$ cat config.mk
export PLATFORM = sky130hd
export DESIGN_NAME = victim_cache
export DESIGN_NICKNAME = d
export VERILOG_FILES = /design/src/rtl/victim_cache.sv
export SDC_FILE = /design/constraint.sdc
export NUM_CORES = 1
export LEC_CHECK = 0
export ABC_AREA = 0
export ABC_CLOCK_PERIOD_IN_PS = 7200
export CAP_MARGIN = 20
export CORE_AREA = 2 2 209 211
export DETAILED_ROUTE_END_ITERATION = 6
export DIE_AREA = 0 0 211 213
export SLEW_MARGIN = 25
export SYNTH_ARGS = -nofsm -noshare
export SYNTH_HDL_FRONTEND = slang
export SYNTH_SLANG_ARGS = --single-unit
$ cat constraint.sdc
create_clock -name clk -period 7.2 [get_ports clk]
set_input_delay 1.08 -clock clk [delete_from_list [all_inputs] [get_ports clk]]
set_output_delay 1.08 -clock clk [all_outputs]
set_load 0.05 [all_outputs]
$ cat src/rtl/victim_cache.sv
module victim_cache #(
  parameter int ADDR_W  = 16,
  parameter int DATA_W  = 32,
  parameter int ENTRIES = 4
) (
  input  logic              clk,
  input  logic              rst_n,
  input  logic              lk_valid,
  input  logic [ADDR_W-1:0] lk_addr,
  input  logic              ev_valid,
  input  logic [ADDR_W-1:0] ev_addr,
  input  logic [DATA_W-1:0] ev_data,
  input  logic              ev_dirty,
  output logic              rsp_valid,
  output logic              rsp_hit,
  output logic [DATA_W-1:0] rsp_data,
  output logic              rsp_dirty,
  output logic              mem_req_valid,
  output logic [ADDR_W-1:0] mem_req_addr,
  output logic              wb_valid,
  output logic [ADDR_W-1:0] wb_addr,
  output logic [DATA_W-1:0] wb_data
);
  localparam int IW = (ENTRIES > 1) ? $clog2(ENTRIES) : 1;

  logic [ENTRIES-1:0] vld, drt, hit_vec;
  logic [ADDR_W-1:0]  tag [ENTRIES];
  logic [DATA_W-1:0]  dat [ENTRIES];
  logic [IW-1:0]      age [ENTRIES];
  logic [IW-1:0]      hit_idx, free_idx, lru_idx, slot;
  logic               any_hit, any_free;

  always_comb begin
    hit_idx  = '0;
    free_idx = '0;
    lru_idx  = '0;
    for (int i = ENTRIES - 1; i >= 0; i--) begin
      hit_vec[i] = vld[i] && (tag[i] == lk_addr);
      if (hit_vec[i]) hit_idx = IW'(i);
      if (!vld[i]) free_idx = IW'(i);
      if (age[i] == IW'(ENTRIES - 1)) lru_idx = IW'(i);
    end
  end

  assign any_hit  = |hit_vec;
  assign any_free = ~&vld;
  assign slot     = any_hit ? hit_idx : (any_free ? free_idx : lru_idx);

  always_ff @(posedge clk) begin
    if (!rst_n) begin
      vld           <= '0;
      drt           <= '0;
      rsp_valid     <= 1'b0;
      rsp_hit       <= 1'b0;
      rsp_data      <= '0;
      rsp_dirty     <= 1'b0;
      mem_req_valid <= 1'b0;
      mem_req_addr  <= '0;
      wb_valid      <= 1'b0;
      wb_addr       <= '0;
      wb_data       <= '0;
      for (int i = 0; i < ENTRIES; i++) begin
        age[i] <= IW'(i);
        tag[i] <= '0;
        dat[i] <= '0;
      end
    end else begin
      rsp_valid     <= lk_valid;
      mem_req_valid <= lk_valid && !any_hit;
      wb_valid      <= lk_valid && !any_hit && ev_valid && vld[slot] && drt[slot];
      if (lk_valid) begin
        rsp_hit      <= any_hit;
        rsp_data     <= any_hit ? dat[hit_idx] : '0;
        rsp_dirty    <= any_hit && drt[hit_idx];
        mem_req_addr <= lk_addr;
        wb_addr      <= tag[slot];
        wb_data      <= dat[slot];
      end
      if (lk_valid && ev_valid) begin
        vld[slot] <= 1'b1;
        drt[slot] <= ev_dirty;
        tag[slot] <= ev_addr;
        dat[slot] <= ev_data;
        for (int i = 0; i < ENTRIES; i++) begin
          if (IW'(i) == slot)        age[i] <= '0;
          else if (age[i] < age[slot]) age[i] <= age[i] + 1'b1;
        end
      end else if (lk_valid && any_hit) begin
        vld[hit_idx] <= 1'b0;
      end
    end
  end

  a_r2_resp_follows: assert property (@(posedge clk) disable iff (!rst_n)
    lk_valid |=> rsp_valid);
  a_r2_no_spurious: assert property (@(posedge clk) disable iff (!rst_n)
    !lk_valid |=> !rsp_valid);
  a_r3_unique_match: assert property (@(posedge clk) disable iff (!rst_n)
    $onehot0(hit_vec));
  a_r4_req_only_miss: assert property (@(posedge clk) disable iff (!rst_n)
    mem_req_valid |-> rsp_valid && !rsp_hit);
  a_r4_miss_requests: assert property (@(posedge clk) disable iff (!rst_n)
    rsp_valid && !rsp_hit |-> mem_req_valid);
  a_r4_req_addr: assert property (@(posedge clk) disable iff (!rst_n)
    lk_valid |=> mem_req_addr == $past(lk_addr));
  a_r6_hit_frees: assert property (@(posedge clk) disable iff (!rst_n)
    lk_valid && any_hit && !ev_valid |=> $countones(vld) == $past($countones(vld)) - 1);
  a_r9_wb_on_miss: assert property (@(posedge clk) disable iff (!rst_n)
    wb_valid |-> mem_req_valid);
  a_r10_no_wb_without_block: assert property (@(posedge clk) disable iff (!rst_n)
    lk_valid && !ev_valid |=> !wb_valid);
endmodule

==> impl_metrics.csv <==
group,metric,value,unit
drt,drt_iter0_markers,1105,
synthesis,syn_area,14810,um2
synthesis,async_flop_share,0,%
synthesis,synth-seq-cells,309,
min_path,min_to,"rsp_hit",
clock_network,cts_setup_buffers,0,
synthesis,synth_top_area_share,40.55,%
min_path,hold_path_depth,1,
clock_network,post_cts_resized,0,
clock_network,cts_tree,"built",
finish,drive_gt1_share,7.615,%
synthesis,synthXorXnorAreaFrac,3.844,%
drt,vias,11770,
synthesis,ys_seq_area_share,55.28,%
synthesis,avgSynthCellArea,9.483,um2
grt,track_usage,20.42,%
synthesis,synth_nets,1635,
floorplanning,die_height,213,um
synthesis,synthSimpleGateAreaFrac,22.55,%
floorplanning,die_w,211,um
grt,grt_antenna_before_repair,1,
synthesis,ys_dominant_reg_cell,"edfxtp_1",
placement,placement.io_buffers,169,
synthesis,synth.mux.area_fraction,3.717,%
min_path,hp-start,"rsp_hit",
min_path,min_path_type,"reg -> reg",
pwr,power_density,244.6,nW/um2
setup_path,end_kind,"flop",
setup_path,reg2reg_to,"age[1][1]",
setup_path,cp-start-kind,"input pin",
synthesis,yosysMostFrequentCell,"nand2_1",
placement,globalplace.congestion,0.8946,
flow_run,max-cap-violations,0,
clock_network,clkTransAtPathRegs,0.06,ns
synthesis,synthAdderAreaFrac,0.4055,%
clock_network,cts-buffers-inserted,35,
drt,antenna_left,0,
floorplanning,die_area,44940,um2
setup_path,worstRegToRegCells,9,
finish,nFillCells,4093,
sta,finalSetupViolCount,0,
floorplanning,io_pins,170,
floorplanning,start_util,34.69,%
finish,post-route-util,42.37,%
setup_path,crit_fanout,57,
clock_network,cts_sinks,309,
drt,firstDrtPassIters,7,
sta,finalSetupTns,0,ns
sta,drv_slew,0,
synthesis,netlist_top_cells_count,"nand2_1, edfxtp_1, nor2_1",
clock_network,cts_hold_buffers,0,
drt,via_per_inst,5.252,
drt,drc,0,
pwr,ir_drop,0.1160,mV
sta,rsz0062_at_grt,"no",
synthesis,synth_top_family_by_area,"simple AND/OR/NAND/NOR gates",
floorplanning,row_count,76,
synthesis,synth-compound-area-share,9.554,%
finish,area_growth_syn_to_layout,22.12,%
setup_path,cp_data_arrival_time,5.27,ns
grt,grt-ovfl-total,0,
grt,grt_pass1_vias,11850,
placement,hpwlAfterDp,29530,um
grt,grt_pass1_wl,70190,um
clock_network,root_buffer,"clkbuf_16",
clock_network,clk_path_buf_depth,3,
synthesis,yosysUniqueCellTypes,61,
setup_path,r2r_start,"tag[1][1]",
pwr,p_leak,0.007095,uW
sta,fin_crit_sh,70.48,%
floorplanning,coreArea,42700,um2
synthesis,synth_edf_count,200,
sta,layout_min_cycle_time,5.075,ns
synthesis,syn_inst,1562,
finish,nNetsFinal,1741,
sta,finalHoldViolCount,0,
synthesis,synth_top_cells_by_area,"edfxtp_1, dfxtp_1, nand2_1",
clock_network,htree_levels,2,
drt,routedWlPerCell,20.37,um
grt,grt_max_degree,103,
setup_path,critPathRequiredTime,7.40,ns
setup_path,r2r_slack,2.89,ns
sta,tightest_slew,0.9450,ns
setup_path,critical_path_class,"in -> reg",
drt,finalWirelength,45650,um
clock_network,clock_latency,0.54,ns
synthesis,yosys_warnings,0,
sta,fin_skew,0.02647,ns
sta,fmax,197.1,MHz
synthesis,yosysTopAreaCell,"edfxtp_1",
run_status,status,"completed",
sta,slew_headroom,37.00,%
-- flip-flops by register name (all words and copies together), names as in the netlist --
register       cells
age                8
drt                4
mem_req_addr      16
vld                4
wb_addr           16
wb_valid           1
rsp_valid          1
tag               64
mem_req_valid      1
dat              128
rsp_dirty          1
wb_data           32
rsp_hit            1
rsp_data          32
-- worst max-delay path by stage --
stage                           start        end  slack [ns]  cells past startpoint
after global routing       lk_addr[1]  age[2][0]        1.86                     10
after global placement     lk_addr[1]  age[1][0]        1.70                     10
after floorplan           lk_addr[15]  age[0][0]        0.36                     10
final                      lk_addr[1]  age[1][1]        2.13                     10
after CTS                  lk_addr[1]  age[1][1]        2.10                     10
after detailed placement   lk_addr[1]  age[1][1]        1.59                     10
-- critical path: stages --
cell,delay (ns)
clkdlybuf4s50_1,0.57
xor2_1,0.25
or4b_2,0.71
nor4_1,0.44
a22oi_1,0.28
a21bo_4,0.74
o32ai_2,0.21
o21bai_4,0.28
maj3_1,0.40
o21ai_0,0.30
-- logic make-up (layout without fill, tap and decap cells) --
kind of cell	after synthesis	in the layout
other	0	1
xor gates and xnor gates	65	65
adders and majority gates	5	5
buffers and inverters	176	308
DFF	309	309
and+or+nand+nor	753	753
AOI/OAI and AO/OA	203	203
muxes	51	51
-- through the flow --
stage	instance area, um2	setup WS (ns)	hold WS [ns]	total power, uW	std cells
floorplan	14810	0.3572	0.4592	2430	1562
global placement	16930	1.700	0.4482	2650	2177
detailed placement	16930	1.590	0.4424	2657	2177
CTS	18080	2.102	0.4570	4470	2240
global route	18090	1.860	0.4763	4584	2241
finish	18090	2.125	0.4494	4424	2241
-- area by class of cell --
class / instances / area, um2 / share of cell area (%)
Clock buffer: 47 / 952.2 / 5.264
Antenna cell: 1 / 2.502 / 0.01383
Sequential cell: 309 / 8188 / 45.27
Timing Repair Buffer: 187 / 1823 / 10.08
Tap cell: 546 / 683.2 / 3.777
Multi-Input combinational cell: 1077 / 6022 / 33.29
Inverter: 58 / 219.0 / 1.210
Clock inverter: 16 / 198.9 / 1.100
-- metal layers --
layer  up-vias  wire (um)  share of wire, %  track usage, %
met3        60       3080               6.7           3.368
met2       422      21820                48           34.35
met5         -          0                 0               0
li1       5607          -                 -               -
met4         0        851               1.9           5.197
met1      5681      19900                44           27.41
-- where the power goes --
part | internal [uW] | switching (uW) | leakage (uW)
logic | 190 | 380 | 0.00362
clock network | 1080 | 725 | 0.000553
registers | 1990 | 62.1 | 0.00292
total | 3260 | 1170 | 0.00710
-- placed cells by master, fill, tap and decap left out, types with 5 or more instances in the layout --
cell type        instances
nand2_1                391
edfxtp_1               200
clkdlybuf4s50_1        167
nor2_1                 113
nand3_1                112
dfxtp_1                109
inv_1                   56
and2_1                  52
o211ai_1                50
xnor2_1                 45
o21ai_0                 43
a21oi_1                 36
clkbuf_16               36
a221oi_1                32
mux2_2                  32
xor2_1                  20
mux2i_1                 19
nor2b_1                 19
buf_4                   18
nand4_1                 13
clkbuf_1                10
nor3_1                   8
nor4_1                   6
and3_1                   5
or4_1                    5
Note: power is estimated with default switching activity, not from simulation.
